--- src/rtl/ser3_pkg.sv ---
package ser3_pkg;
  typedef enum logic [1:0] {
    PH_CMD  = 2'd0,
    PH_DATA = 2'd1,
    PH_SKIP = 2'd2
  } ph_t;

  localparam int CMD_BITS  = 8;
  localparam int ADDR_BITS = 5;
  localparam logic [ADDR_BITS-1:0] BURST_ADDR = '1;
endpackage

--- src/rtl/ser3_pin_sync.sv ---
module ser3_pin_sync #(
  parameter int N_PINS = 3,
  parameter int STAGES = 2
) (
  input  logic              clk,
  input  logic              rst,
  input  logic [N_PINS-1:0] pin_i,
  output logic [N_PINS-1:0] lvl_o,
  output logic [N_PINS-1:0] rise_o,
  output logic [N_PINS-1:0] fall_o
);
  for (genvar g = 0; g < N_PINS; g++) begin : g_pin
    logic [STAGES:0] chain;
    always_ff @(posedge clk) begin
      if (rst) chain <= '0;
      else     chain <= {chain[STAGES-1:0], pin_i[g]};
    end
    assign lvl_o[g]  = chain[STAGES-1];
    assign rise_o[g] = chain[STAGES-1] & ~chain[STAGES];
    assign fall_o[g] = ~chain[STAGES-1] & chain[STAGES];
  end
endmodule

--- src/rtl/ser3_scratch_ram.sv ---
module ser3_scratch_ram #(
  parameter int DEPTH = 24,
  parameter int AW    = 5,
  parameter int DW    = 8
) (
  input  logic          clk,
  input  logic          we,
  input  logic [AW-1:0] waddr,
  input  logic [DW-1:0] wdata,
  input  logic [AW-1:0] raddr,
  output logic [DW-1:0] rdata
);
  logic [DW-1:0] mem [DEPTH];

  always_ff @(posedge clk) begin
    if (we) mem[waddr] <= wdata;
    rdata <= mem[raddr];
  end
endmodule

--- src/rtl/ser3_engine.sv ---
module ser3_engine
  import ser3_pkg::*;
#(
  parameter int N_TIME    = 7,
  parameter int RAM_DEPTH = 24
) (
  input  logic                   clk,
  input  logic                   rst,
  input  logic                   sel,
  input  logic                   sck_rise,
  input  logic                   sck_fall,
  input  logic                   sd_in,
  input  logic [N_TIME*8-1:0]    tm_rdata_i,
  input  logic [7:0]             ram_q,
  output logic                   ram_we,
  output logic [ADDR_BITS-1:0]   ram_waddr,
  output logic [7:0]             ram_wdata,
  output logic [ADDR_BITS-1:0]   ram_raddr,
  output logic                   sd_o,
  output logic                   sd_oe,
  output logic [N_TIME-1:0]      tm_we,
  output logic [N_TIME*8-1:0]    tm_wdata
);
  localparam int N_CLK = N_TIME + 1;
  localparam int IW    = $clog2(N_CLK);
  localparam logic [ADDR_BITS-1:0] TIME_CNT = ADDR_BITS'(N_TIME);
  localparam logic [ADDR_BITS-1:0] CTRL_A   = ADDR_BITS'(N_TIME);
  localparam logic [ADDR_BITS-1:0] RAM_CNT  = ADDR_BITS'(RAM_DEPTH);
  localparam logic [ADDR_BITS-1:0] RAM_LAST = ADDR_BITS'(RAM_DEPTH - 1);

  ph_t                   ph;
  logic [2:0]            bit_cnt;
  logic [7:0]            sr;
  logic                  is_rd, is_ram, is_burst;
  logic [ADDR_BITS-1:0]  idx;
  logic [1:0]            pend;
  logic [7:0]            tx_sr;
  logic                  wp;
  logic [N_TIME*8-1:0]   stage;
  logic [7:0]            full_byte;
  logic [7:0]            rd_byte;
  logic [IW-1:0]         idx_s;
  logic [ADDR_BITS-1:0]  rd_last;
  logic                  wr_done;

  assign full_byte = {sd_in, sr[7:1]};
  assign idx_s     = idx[IW-1:0];
  assign rd_last   = is_ram ? RAM_LAST : CTRL_A;
  assign wr_done   = sel && (ph == PH_DATA) && !is_rd && sck_rise && (bit_cnt == 3'd7);

  assign ram_we    = wr_done && is_ram && !wp && (idx < RAM_CNT);
  assign ram_waddr = idx;
  assign ram_wdata = full_byte;
  assign ram_raddr = idx;

  always_comb begin
    rd_byte = '0;
    if (is_ram) begin
      if (idx < RAM_CNT) rd_byte = ram_q;
    end else if (idx < TIME_CNT) begin
      rd_byte = tm_rdata_i[idx_s*8 +: 8];
    end else if (idx == CTRL_A) begin
      rd_byte = {wp, 7'b0};
    end
  end

  always_ff @(posedge clk) begin
    if (rst) begin
      ph <= PH_CMD; bit_cnt <= '0; sr <= '0; is_rd <= 1'b0; is_ram <= 1'b0;
      is_burst <= 1'b0; idx <= '0; pend <= '0; tx_sr <= '0; wp <= 1'b0;
      stage <= '0; sd_o <= 1'b0; sd_oe <= 1'b0; tm_we <= '0; tm_wdata <= '0;
    end else begin
      tm_we <= '0;
      pend  <= {pend[0], 1'b0};
      sd_oe <= sel && (ph == PH_DATA) && is_rd;
      if (!sel) begin
        ph <= PH_CMD; bit_cnt <= '0; pend <= '0;
      end else begin
        if (pend[1]) tx_sr <= rd_byte;
        case (ph)
          PH_CMD: if (sck_rise) begin
            sr      <= full_byte;
            bit_cnt <= bit_cnt + 3'd1;
            if (bit_cnt == 3'd7) begin
              if (full_byte[7]) begin
                ph       <= PH_DATA;
                is_rd    <= full_byte[0];
                is_ram   <= full_byte[6];
                is_burst <= (full_byte[5:1] == BURST_ADDR);
                idx      <= (full_byte[5:1] == BURST_ADDR) ? '0 : full_byte[5:1];
                pend     <= {pend[0], full_byte[0]};
              end else begin
                ph <= PH_SKIP;
              end
            end
          end
          PH_DATA: if (is_rd) begin
            if (sck_fall) begin
              sd_o    <= tx_sr[0];
              tx_sr   <= {1'b0, tx_sr[7:1]};
              bit_cnt <= bit_cnt + 3'd1;
              if (bit_cnt == 3'd7) begin
                if (is_burst) idx <= (idx == rd_last) ? '0 : idx + 1'b1;
                pend <= {pend[0], 1'b1};
              end
            end
          end else if (sck_rise) begin
            sr      <= full_byte;
            bit_cnt <= bit_cnt + 3'd1;
            if (bit_cnt == 3'd7) begin
              if (is_ram) begin
                if (!is_burst || idx == RAM_LAST) ph <= PH_SKIP;
                else idx <= idx + 1'b1;
              end else if (is_burst) begin
                if (idx < TIME_CNT) begin
                  stage[idx_s*8 +: 8] <= full_byte;
                end else begin
                  if (!wp) begin
                    tm_we    <= '1;
                    tm_wdata <= stage;
                  end
                  wp <= full_byte[7];
                  ph <= PH_SKIP;
                end
                idx <= idx + 1'b1;
              end else begin
                if (idx < TIME_CNT) begin
                  if (!wp) begin
                    tm_we[idx_s] <= 1'b1;
                    tm_wdata     <= {N_TIME{full_byte}};
                  end
                end else if (idx == CTRL_A) begin
                  wp <= full_byte[7];
                end
                ph <= PH_SKIP;
              end
            end
          end
          default: ;
        endcase
      end
    end
  end
endmodule

--- src/rtl/ser3_reg_ctrl.sv ---
module ser3_reg_ctrl
  import ser3_pkg::*;
#(
  parameter int N_TIME      = 7,
  parameter int RAM_DEPTH   = 24,
  parameter int SYNC_STAGES = 2
) (
  input  logic                clk,
  input  logic                rst,
  input  logic                sel_i,
  input  logic                sck_i,
  input  logic                sd_i,
  output logic                sd_o,
  output logic                sd_oe_o,
  input  logic [N_TIME*8-1:0] tm_rdata_i,
  output logic [N_TIME-1:0]   tm_we_o,
  output logic [N_TIME*8-1:0] tm_wdata_o
);
  localparam int PINS = 3;

  logic [PINS-1:0] lvl, rise, fall;
  logic                 ram_we;
  logic [ADDR_BITS-1:0] ram_waddr, ram_raddr;
  logic [7:0]           ram_wdata, ram_q;

  ser3_pin_sync #(.N_PINS(PINS), .STAGES(SYNC_STAGES)) u_sync (
    .clk(clk), .rst(rst), .pin_i({sd_i, sck_i, sel_i}),
    .lvl_o(lvl), .rise_o(rise), .fall_o(fall)
  );

  ser3_scratch_ram #(.DEPTH(RAM_DEPTH), .AW(ADDR_BITS), .DW(8)) u_ram (
    .clk(clk), .we(ram_we), .waddr(ram_waddr), .wdata(ram_wdata),
    .raddr(ram_raddr), .rdata(ram_q)
  );

  ser3_engine #(.N_TIME(N_TIME), .RAM_DEPTH(RAM_DEPTH)) u_eng (
    .clk(clk), .rst(rst), .sel(lvl[0]), .sck_rise(rise[1]), .sck_fall(fall[1]),
    .sd_in(lvl[2]), .tm_rdata_i(tm_rdata_i), .ram_q(ram_q),
    .ram_we(ram_we), .ram_waddr(ram_waddr), .ram_wdata(ram_wdata),
    .ram_raddr(ram_raddr), .sd_o(sd_o), .sd_oe(sd_oe_o),
    .tm_we(tm_we_o), .tm_wdata(tm_wdata_o)
  );

  logic unused_ok;
  assign unused_ok = ^{rise[0], fall[0], rise[2], fall[2]};
endmodule

--- config.mk ---
export PLATFORM = sky130hd
export DESIGN_NAME = ser3_reg_ctrl
export DESIGN_NICKNAME = d
export VERILOG_FILES = /design/src/rtl/ser3_pkg.sv /design/src/rtl/ser3_pin_sync.sv /design/src/rtl/ser3_scratch_ram.sv /design/src/rtl/ser3_engine.sv /design/src/rtl/ser3_reg_ctrl.sv
export SDC_FILE = /design/constraint.sdc
export NUM_CORES = 1
export LEC_CHECK = 0
export ABC_CLOCK_PERIOD_IN_PS = 5160
export BUFFER_PORTS_ARGS = -buffer_cell sky130_fd_sc_hd__buf_2
export CAP_MARGIN = 20
export CORE_MARGIN = 2
export CORE_UTILIZATION = 45
export CTS_CLUSTER_DIAMETER = 50
export DETAILED_ROUTE_END_ITERATION = 8
export HOLD_SLACK_MARGIN = 0.05
export PLACE_DENSITY = 0.7
export SYNTH_ARGS = -nofsm -noshare
export SYNTH_HDL_FRONTEND = slang
export SYNTH_HIERARCHICAL = 1
export SYNTH_SLANG_ARGS = --single-unit
--- constraint.sdc ---
create_clock -name clk -period 5.16 [get_ports clk]
set_input_delay 1.032 -clock clk [delete_from_list [all_inputs] [get_ports clk]]
set_output_delay 1.032 -clock clk [all_outputs]
set_load 0.005 [all_outputs]
=== Word level (Yosys, flattened, before mapping) ===
Memory sizes are Yosys's and may differ from the RTL's. A register that Yosys moved wholly into a read port is not among the register bits.
Index checks and enable logic that the tools add are counted.
W data, S select, Z words.

* Reduce and logical (&&, ||, !) cells: 28
* Equality and inequality tests: 22
* Add/sub/neg operators: 3
* Multiplexer cells: 68
* Bitwise gates (word level): 11
* $lt $le $gt $ge: 4
* Shift operators: 3

{| class="wikitable"
|+ Operator list
! cell !! count
|-
| $mux W56 || 5
|-
| $mux W8 || 10
|-
| $mux W5 || 15
|-
| $bwmux W56 || 1
|-
| $shift A8 B34 Y56 const A || 1
|-
| $shiftx A56 B7 Y8 || 1
|-
| $shiftx A8 B34 Y56 || 1
|-
| $mux W7 || 5
|-
| $neg A6 Y34 || 1
|-
| $reduce_and A8 Y1 || 3
|-
| $mux W2 || 10
|-
| $pmux W8 S2 || 1
|-
| $mux W1 || 13
|-
| $reduce_and A11 Y1 || 1
|-
| $eq A5 B5 Y1 const B || 2
|-
| $ne A2 B2 Y1 const B || 5
|-
| $pmux W5 S2 || 1
|-
| $reduce_and A10 Y1 || 1
|-
| $logic_and A1 B1 Y1 || 9
|-
| $mux W3 || 3
|-
| $not A1 Y1 || 9
|-
| $ne A2 B1 Y1 const B || 4
|-
| $ne A4 B3 Y1 const B || 2
|-
| $reduce_or A7 Y1 || 1
|-
| other kinds (27) || 34
|}

* Bits in writable memories: 192
* Register bits: 160
* Memories kept: 1
* Bits of input ports: 61
* Word-level logic and storage cells: 158

{| class="wikitable"
|+ Memories
! memory !! words !! bits a word !! read ports !! clocked after memory_dff !! write ports !! line !! RTL
|-
| u_ram.mem || 24 || 8 || 1 || 1 || 1 || ser3_scratch_ram.sv:13 || <nowiki>logic [DW-1:0] mem [DEPTH];</nowiki>
|}

=== Logic depth before layout (Yosys ltp) ===
Gate-level depths: netlist of run 1.

* Word-level depth: 10
* Gate-level depth with buffers: 9
* Depth with buffers taken out: 7

=== Cells and area by module ===
Netlist of run 1, hierarchy kept.

{| class="wikitable"
|+ By module, submodules not included
! module !! sequential area each (sq um) !! area an instance (sq um) !! times used !! cells each
|-
| ser3_scratch_ram || 5925.7 || 7719.9 || 1 || 383
|-
| ser3_engine || 3042.9 || 7634.8 || 1 || 810
|-
| ser3_pin_sync || 180.2 || 296.5 || 1 || 27
|}

=== Least setup slack after synthesis of run 1 ===
OpenSTA, ideal clock, no wires.

* Path type: register to register
* Start point: register u_eng.bit_cnt[0]
* End point: memory u_ram.mem[0][0] (enable)
* Arrival time: 2.524 ns
* Path buffers: 1
* Cell stages (with the launch flop): 9
* Path slack: 2.266 ns
* Data required time: 4.790 ns
* Path through: dfxtp_1 -> ha_1 -> ha_1 -> nand4b_1 -> or2_2 -> nor3b_1 -> or3b_2 -> clkbuf_1 -> nor2_1

* Cells in the longest elaborated chain, start to end: 7

{| class="wikitable"
|+ RTL lines
! item !! line !! RTL
|-
| start, declared || ser3_engine.sv:32 || <nowiki>logic [2:0] bit_cnt;</nowiki>
|-
| start signal, assigned || ser3_engine.sv:83 || <nowiki>bit_cnt <= bit_cnt + 3'd1;</nowiki>
|-
| start signal, assigned || ser3_engine.sv:101 || <nowiki>bit_cnt <= bit_cnt + 3'd1;</nowiki>
|-
| start signal, assigned || ser3_engine.sv:109 || <nowiki>bit_cnt <= bit_cnt + 3'd1;</nowiki>
|-
| $eq A3 B3 Y1 || ser3_engine.sv:49 || <nowiki>assign wr_done = sel && (ph == PH_DATA) && !is_rd && sck_rise && (bit_cnt == 3'd7);</nowiki>
|-
| $logic_and A1 B1 Y1 || ser3_engine.sv:49 ||
|-
| $logic_and A1 B1 Y1 (3 in a row) || ser3_engine.sv:51 || <nowiki>assign ram_we = wr_done && is_ram && !wp && (idx < RAM_CNT);</nowiki>
|-
| via ram_we || ser3_reg_ctrl.sv:22 || <nowiki>logic ram_we;</nowiki>
|-
| $mux W1 || ser3_scratch_ram.sv:16 || <nowiki>if (we) mem[waddr] <= wdata;</nowiki>
|-
| $mux W1 (implied by the code) || ser3_scratch_ram.sv:16 ||
|-
| end, declared || ser3_scratch_ram.sv:13 ||
|}

The timed path passes the listed nets, and every way through them passes these cells.

=== Worst setup path in the final report of run 1 ===
Ends and elaborated chain as after synthesis.

==> impl_metrics.tcl, run 1 <==
set metrics [dict create \
    gp_congestion 0.873 \
    synth_area_um2 15600 \
    syn2layout_area_growth_pct 12.7 \
    crit_fanout 8 \
    num_io_pins 126 \
    outcome "complete, no violations" \
    setup_slack_ns 1.58 \
    diodes 0 \
    core_um2 34300 \
    syn_area_per_cell_um2 12.9 \
    dieArea_um2 36100 \
    cts_hold_buf 0 \
    ant_nets 0 \
    clock_sink_count 359 \
    post-place-ws_ns 1.70 \
    hold_viol_final 0 \
    fin_hold_ws_ns 0.446 \
    relSlewSlack_pct 32.4 \
    wl_um 36400 \
    max_clock_freq_ghz 0.279 \
    first_iter_violations 991 \
    setup_viol 0 \
    grt.overflow.total 0 \
    crit_path_max_incr_delay_ns 0.61 \
    multiInputGateArea_um2 5850 \
    cpLargestDelayFamily "simple AND/OR/NAND/NOR gates" \
    avgViaCountPerCell 5.77 \
    cts_resized 0 \
    grt_pass1_vias 9955 \
    path_common_cell "ha_1" \
    power_density_nw_per_um2 321 \
    htree_levels 2 \
    via_count 10228 \
    clock_latency_ns 0.52 \
    crit_path_end_kind "register" \
    cp-start-kind "register" \
    skew_ns 0.0198 \
    cp_cell_sequence "ha_1 > ha_1 > nand4b_1 > or2_2 > nor3b_1 > or3b_2 > nor2_1" \
    tns_ns 0 \
    rows 68 \
    cap_violations 0 \
    vdd_drop_max_v 0.000229 \
    initial_core_util_pct 45.4 \
    min_period_over_period_pct 69.4 \
    die_w_um 190 \
    grt_pass1_wl_um 56500 \
    antenna_found_initial 0 \
    synth_cells 1211 \
    io_buffer_count 125 \
    post_cts_buffers 0 \
    n_fill_cell 2849 \
    yosys_warnings 6 \
    cts_tree "built" \
    cts-root-buf "clkbuf_16" \
    die_h_um 190 \
    crit_buf_inv 0 \
    layout.cells.most_common "edfxtp_1" \
    cts_inserted_buffers 37 \
    nNetsFinal 1361 \
    post-route-drc-count 0 \
    wl_per_cell_um 20.6 \
    drive_above_1_share_pct 23.1 \
    finalCriticalPeriod_ns 3.58 \
    dp_hpwl_um 23300 \
    drt_first_pass_iters 5 \
    seqCellArea_um2 9120 \
    leakage_nw 5.97 \
    final_core_util_pct 51.2 \
    worst_pin_slew_ns 1.01 \
    synth_nets 1280 \
    grtUsageTotal_pct 20.0 \
    arrival_ns 3.72 \
    drv_slew 0 \
    clk_pin_slew_ns 0.06 \
    setup.worst_path.class "register to register" \
    grt_max_degree 72 \
    totalPowerFinal_mw 5.63 \
    rsz0062_at_grt "false" \
    cp_data_required_time_ns 5.30 \
    cpMaxStageDelayCell "or3b_2" \
    final_cell_mix "edfxtp_1 (192), dfxtp_1 (163), a21oi_1 (131)" \
    clockBufferDepth 3 \
    hold_path_class "register to register" \
]
## path summary, 6_finish.rpt
path                                        from         endpoint  slack [ns]  cells after the start
worst min register to register     u_eng/pend[0]    u_eng/pend[1]        0.45                      1
worst max register to register  u_eng/bit_cnt[0]  u_ram/mem[0][0]        1.58                      7
worst min-delay path               u_eng/pend[0]    u_eng/pend[1]        0.45                      1
worst max-delay path            u_eng/bit_cnt[0]  u_ram/mem[0][0]        1.58                      7
## cell type report
type | instances | area share [%]
clock inverter | 13 | 0.556
tap | 455 | 3.24
timing repair buffer | 147 | 4.52
inverter | 8 | 0.171
sequential | 359 | 52.0
multi-input combinational | 739 | 33.3
clock buffer | 52 | 6.19
## metrics by stage
stage | std cells | area, um2
2_1_floorplan | 1211 | 15600
3_3_place_gp | 1708 | 16400
3_5_place_dp | 1708 | 16400
4_1_cts | 1773 | 17500
5_1_grt | 1773 | 17500
6_report | 1773 | 17500
## worst reg2reg max path, cell delays in order (launching register included)
cell	delay, ns
dfxtp_1	0.35
ha_1	0.17
ha_1	0.28
nand4b_1	0.29
or2_2	0.38
nor3b_1	0.52
or3b_2	0.61
nor2_1	0.61
## where the power goes
part | switching [mW] | internal (mW) | total, mW
Combinational | 0.0441 | 0.0349 | 0.0790
Sequential | 0.00292 | 2.98 | 2.98
Clock | 1.08 | 1.48 | 2.57
## flip-flops by register name (all words and copies together) (netlist names), 2 cells and up
register	cells
u_eng/sr	7
u_eng/tm_we	7
u_ram/rdata	8
u_ram/mem	192
u_eng/ram_raddr	5
u_eng/tx_sr	8
u_eng/stage	56
u_sync/g_pin.chain	7
u_eng/bit_cnt	3
u_eng/ph	2
u_eng/tm_wdata	56
u_eng/pend	2
## metal layers
layer	wire length, um	track usage (%)	share of wire, %
met5	0	0	0
met3	2480	3.60	6.8
met4	795	5.78	2.2
met2	17500	33.1	48
met1	15700	27.1	43
No activity file was read; power rests on OpenSTA's default activity.
==> inputs of run 2 (changes only) <==
--- a/config.mk
+++ b/config.mk
@@ -5,7 +5,8 @@
 export SDC_FILE = /design/constraint.sdc
 export NUM_CORES = 1
 export LEC_CHECK = 0
-export ABC_CLOCK_PERIOD_IN_PS = 5160
+export ABC_AREA = 1
+export ABC_CLOCK_PERIOD_IN_PS = 2900
 export BUFFER_PORTS_ARGS = -buffer_cell sky130_fd_sc_hd__buf_2
 export CAP_MARGIN = 20
 export CORE_MARGIN = 2
@@ -13,7 +14,7 @@
 export CTS_CLUSTER_DIAMETER = 50
 export DETAILED_ROUTE_END_ITERATION = 8
 export HOLD_SLACK_MARGIN = 0.05
-export PLACE_DENSITY = 0.7
+export PLACE_DENSITY = 0.72
 export SYNTH_ARGS = -nofsm -noshare
 export SYNTH_HDL_FRONTEND = slang
 export SYNTH_HIERARCHICAL = 1
==> constraint.sdc (replaced) <==
create_clock -name clk -period 2.9 [get_ports clk]
set_input_delay 0.58 -clock clk [delete_from_list [all_inputs] [get_ports clk]]
set_output_delay 0.58 -clock clk [all_outputs]
set_load 0.005 [all_outputs]
==> impl_metrics.tcl, run 2 <==
set metrics [dict create \
    syn_area_per_cell_um2 8.68 \
    crit_fanout 27 \
    layout.cells.most_common "nand2_1" \
    worst_pin_slew_ns 1.01 \
    antenna_found_initial 0 \
    dpl_cell_area_um2 17000 \
    die_w_um 192 \
    setup_viol 0 \
    power.switching_fraction_pct 20.4 \
    yosys_warnings 6 \
    nNetsFinal 2025 \
    p_int_mw 8.43 \
    syn2layout_area_growth_pct 15.3 \
    final_core_util_pct 52.9 \
    hold_viol_final 0 \
    cts_tree "built" \
    ant_nets 0 \
    rows 68 \
    rsz0062_at_grt "false" \
    top_register "u_ram/mem" \
    clock_latency_ns 0.53 \
    core_um2 34700 \
    grt_max_degree 117 \
    arrival_ns 2.88 \
    cts_resized 0 \
    drt_first_pass_iters 6 \
    power_density_nw_per_um2 577 \
    totalPowerFinal_mw 10.6 \
    grt_pass1_vias 12411 \
    gp_congestion 0.834 \
    combPwrFrac_pct 1.6 \
    crit_path_max_incr_delay_ns 0.58 \
    cts_hold_buf 0 \
    die_h_um 192 \
    post-route-drc-count 0 \
    setup.worst_path.class "register to register" \
    setup_slack_ns 0.467 \
    skew_ns 0.0178 \
    drv_slew 0 \
    grtUsageTotal_pct 22.4 \
    design_area_um2 18400 \
    drive_above_1_share_pct 14.4 \
    first_iter_violations 1389 \
    cts_inserted_buffers 41 \
    clkPwrFrac_pct 48.1 \
    clk_pin_slew_ns 0.06 \
    synth_nets 1903 \
    post_cts_buffers 0 \
    vdd_drop_max_v 0.000439 \
    leakage_nw 7.78 \
    io_buffer_count 125 \
    crit_path_end_kind "register" \
    post-place-ws_ns 0.539 \
    cts-root-buf "clkbuf_16" \
    cp_data_required_time_ns 3.35 \
    hold_path_class "input port to register" \
    diodes 0 \
    cpMaxStageDelayCell "nor4_1" \
    grt.overflow.total 0 \
    finalCriticalPeriod_ns 2.43 \
    min_period_over_period_pct 83.9 \
    crit_buf_inv 3 \
    cap_violations 0 \
    avgViaCountPerCell 5.36 \
    cpLargestDelayFamily "simple AND/OR/NAND/NOR gates" \
    largest_reg_flops 192 \
    outcome "complete, no violations" \
    dieArea_um2 36900 \
    wl_per_cell_um 17.1 \
    dp_hpwl_um 27000 \
    p_sw_mw 2.16 \
    clock_sink_count 359 \
    synth_cells 1834 \
    synth_area_um2 15900 \
    cp_cell_sequence "inv_2 > ha_1 > clkinv_1 > buf_4 > nor4_1 > o21ai_0 > a21oi_1" \
    clockBufferDepth 3 \
    num_io_pins 126 \
    max_clock_freq_ghz 0.411 \
    htree_levels 2 \
    pwr-share-seq_pct 50.3 \
    wl_um 41800 \
    via_count 13112 \
    relSlewSlack_pct 32.4 \
    initial_core_util_pct 45.9 \
    final_cell_mix "nand2_1 (357), inv_1 (216), a21oi_1 (197)" \
    grt_pass1_wl_um 65000 \
    cp-start-kind "register" \
    tns_ns 0 \
    reg.largest.list "u_ram/mem (192), u_eng/stage (56), u_eng/tm_wdata (56)" \
]
[run 2: path summary, 6_finish.rpt]
path	slack [ns]	end	start	cells past startpoint
max reg2reg	0.47	u_eng/stage[47]	u_eng/ram_raddr[0]	7
min	0.26	u_sync/g_pin[1].chain[0]	sck_i	3
max	0.47	u_eng/stage[47]	u_eng/ram_raddr[0]	7
min reg2reg	0.40	u_sync/g_pin[0].chain[1]	u_sync/g_pin[0].chain[0]	2
[run 2: tightest hold or removal path: stages]
cell and delay (ns):
buf_2 0.08, inv_1 0.03, nor2_1 0.06
[run 2: per-stage QoR]
step,instances,hold slack (ns)
floorplan,1834,0.388
global placement,2368,0.395
detailed placement,2368,0.392
CTS,2444,0.251
global route,2444,0.259
finish,2444,0.260
[run 2: routing by layer]
metal / global-route usage (%) / wire (um) / vias to the layer above
met1: 29.3 / 17300 / 6177
li1: - / - / 6331
met3: 4.31 / 3430 / 80
met2: 37.6 / 20100 / 524
met5: 0 / 0 / -
met4: 6.96 / 972 / 0
[run 2: power by group through the flow]
stage	sequential (mW)	clock [mW]	combinational, mW
2_1_floorplan	5.43	0	0.0863
3_3_place_gp	5.43	0	0.167
3_5_place_dp	5.43	0	0.169
4_1_cts	5.32	5.15	0.171
5_1_grt	5.32	5.38	0.188
6_report	5.32	5.09	0.171
[run 2: cell type report]
| type | instances | area, um2 |
|---|---|---|
| fill | 3142 | 16400 |
| sequential | 359 | 9110 |
| multi-input combinational | 1137 | 5320 |
| timing repair buffer | 187 | 1130 |
| clock buffer | 48 | 1120 |
| inverter | 230 | 871 |
| tap | 455 | 569 |
| clock inverter | 28 | 228 |
==> inputs of run 3 (changes only) <==
--- a/config.mk
+++ b/config.mk
@@ -5,8 +5,8 @@
 export SDC_FILE = /design/constraint.sdc
 export NUM_CORES = 1
 export LEC_CHECK = 0
-export ABC_AREA = 1
-export ABC_CLOCK_PERIOD_IN_PS = 2900
+export ABC_AREA = 0
+export ABC_CLOCK_PERIOD_IN_PS = 2300
 export BUFFER_PORTS_ARGS = -buffer_cell sky130_fd_sc_hd__buf_2
 export CAP_MARGIN = 20
 export CORE_MARGIN = 2
@@ -14,7 +14,7 @@
 export CTS_CLUSTER_DIAMETER = 50
 export DETAILED_ROUTE_END_ITERATION = 8
 export HOLD_SLACK_MARGIN = 0.05
-export PLACE_DENSITY = 0.72
+export PLACE_DENSITY = 0.7
 export SYNTH_ARGS = -nofsm -noshare
 export SYNTH_HDL_FRONTEND = slang
 export SYNTH_HIERARCHICAL = 1
==> constraint.sdc (replaced) <==
create_clock -name clk -period 2.3 [get_ports clk]
set_input_delay 0.46 -clock clk [delete_from_list [all_inputs] [get_ports clk]]
set_output_delay 0.46 -clock clk [all_outputs]
set_load 0.005 [all_outputs]
==> impl_metrics.tcl, run 3 (synthesis gave the netlist of run 1 again) <==
set metrics [dict create \
    crit_fanout 8 \
    tns_ns -3.32 \
    wl_um 39200 \
    core_um2 34300 \
    via_count 10728 \
    arrival_ns 2.58 \
    fin_hold_ws_ns 0.150 \
    setup_slack_ns -0.0829 \
    avgViaCountPerCell 5.80 \
    skew_ns 0.0250 \
    drt_first_pass_iters 6 \
    dp_hpwl_um 25600 \
    post-route-drc-count 0 \
    clock_latency_ns 0.54 \
    gp_congestion 0.879 \
    drv_slew 0 \
    rows 68 \
    max_clock_freq_ghz 0.420 \
    die_w_um 190 \
    largest_reg_flops 192 \
    final_cells 1849 \
    n_fill_cell 2822 \
    min_period_over_period_pct 104 \
    clock_sink_count 359 \
    final_cell_mix "edfxtp_1 (192), dfxtp_1 (161), a21oi_1 (131)" \
    grt_pass1_vias 10570 \
    cts_inserted_buffers 38 \
    setup_viol 75 \
    final_core_util_pct 54.2 \
    clk_pin_slew_ns 0.06 \
    dieArea_um2 36100 \
    cts_hold_buf 0 \
    violations "setup timing" \
    wl_per_cell_um 21.2 \
    cts_tree "built" \
    cp-start-kind "register" \
    ant_nets 0 \
    power_density_nw_per_um2 720 \
    first_iter_violations 1021 \
    top_register "u_ram/mem" \
    grtUsageTotal_pct 21.4 \
    relSlewSlack_pct 45.3 \
    num_io_pins 126 \
    vdd_drop_max_v 0.000563 \
    rsz0062_at_grt "true" \
    reg.largest.list "u_ram/mem (192), u_eng/stage (56), u_eng/tm_wdata (56)" \
    initial_core_util_pct 45.4 \
    dpl_cell_area_um2 17100 \
    cp_data_required_time_ns 2.49 \
    clockBufferDepth 3 \
    hold_viol_final 0 \
    cts-root-buf "clkbuf_16" \
    setup.worst_path.class "register to register" \
    layout.cells.most_common "edfxtp_1" \
    cap_violations 0 \
    drive_above_1_share_pct 29.2 \
    die_h_um 190 \
    syn2layout_area_growth_pct 19.4 \
    antenna_found_initial 1 \
    nNetsFinal 1432 \
    finalCriticalPeriod_ns 2.38 \
    hold_path_class "input port to register" \
    design_area_um2 18600 \
    grt.overflow.total 0 \
    grt_pass1_wl_um 60000 \
    worst_pin_slew_ns 0.817 \
    grt_max_degree 97 \
    htree_levels 2 \
    dp_cells 1775 \
    leakage_nw 6.44 \
    crit_path_end_kind "register" \
    outcome "complete, but fails checks" \
    io_buffer_count 125 \
]
-- run 3: cell types whose count changed in the layout (fill, tap and decap cells not counted), moves of 66 or more --
cell	before	now
nand2_1	357	49
inv_1	216	5
nand3_1	157	18
nor2_1	172	39
o21ai_0	118	7
mux2i_1	0	110
a21oi_1	197	131
-- run 3: metrics by stage --
stage               total power [mW]  setup WS (ns)
finish                          13.4        -0.0829
global route                    13.8         -0.152
CTS                             13.5        -0.0635
detailed placement              7.02        -0.0977
global placement                7.02        -0.0577
floorplan                       6.93         -0.117
-- run 3: critical path: stages, from the launching register on --
cell      delay (ns)
dfxtp_2         0.35
ha_4            0.14
ha_4            0.12
nand4b_1        0.11
or2_4           0.27
nor3b_4         0.26
or3b_4          0.53
nor2_4          0.26
-- run 3: path summary, 6_finish.rpt --
path / cells after the start / endpoint / start / slack [ns]
min: 2 / u_sync/g_pin[0].chain[0] / sel_i / 0.15
min reg2reg: 1 / u_eng/pend[1] / u_eng/pend[0] / 0.43
max: 7 / u_ram/mem[12][6] / u_eng/bit_cnt[0] / -0.08
max reg2reg: 7 / u_ram/mem[12][6] / u_eng/bit_cnt[0] / -0.08
-- run 3: timing repair --
item                       CTS  global route
cloned                       0             0
setup endpoints to repair  128           194
pin swaps                    8             3
resized for setup            0            14
setup buffers                1             2
-- run 3: power by group --
group          leakage [nW]  total [mW]  switching [mW]  internal, mW
sequential             3.17        6.69         0.00315          6.69
clock                 0.657        6.51            2.56          3.95
combinational          2.61       0.188           0.101        0.0867
total                  6.44        13.4            2.67          10.7
-- run 3: cell type report --
| type | count | area [um2] | share of cell area, % |
|---|---|---|---|
| tap | 455 | 569 | 3.06 |
| clock buffer | 48 | 1040 | 5.60 |
| sequential | 359 | 9120 | 49.1 |
| timing repair buffer | 217 | 1510 | 8.12 |
| multi-input combinational | 739 | 5990 | 32.2 |
| inverter | 8 | 31.3 | 0.168 |
| antenna | 1 | 2.50 | 0.0135 |
| clock inverter | 22 | 328 | 1.76 |
-- run 3: routing by layer --
metal / vias to the layer above / share of wire, % / global-route usage (%)
li1: 4911 / - / -
met1: 5320 / 42 / 27.7
met2: 429 / 49 / 37.3
met3: 68 / 6.3 / 3.27
met4: 0 / 2.5 / 5.93
met5: - / 0 / 0
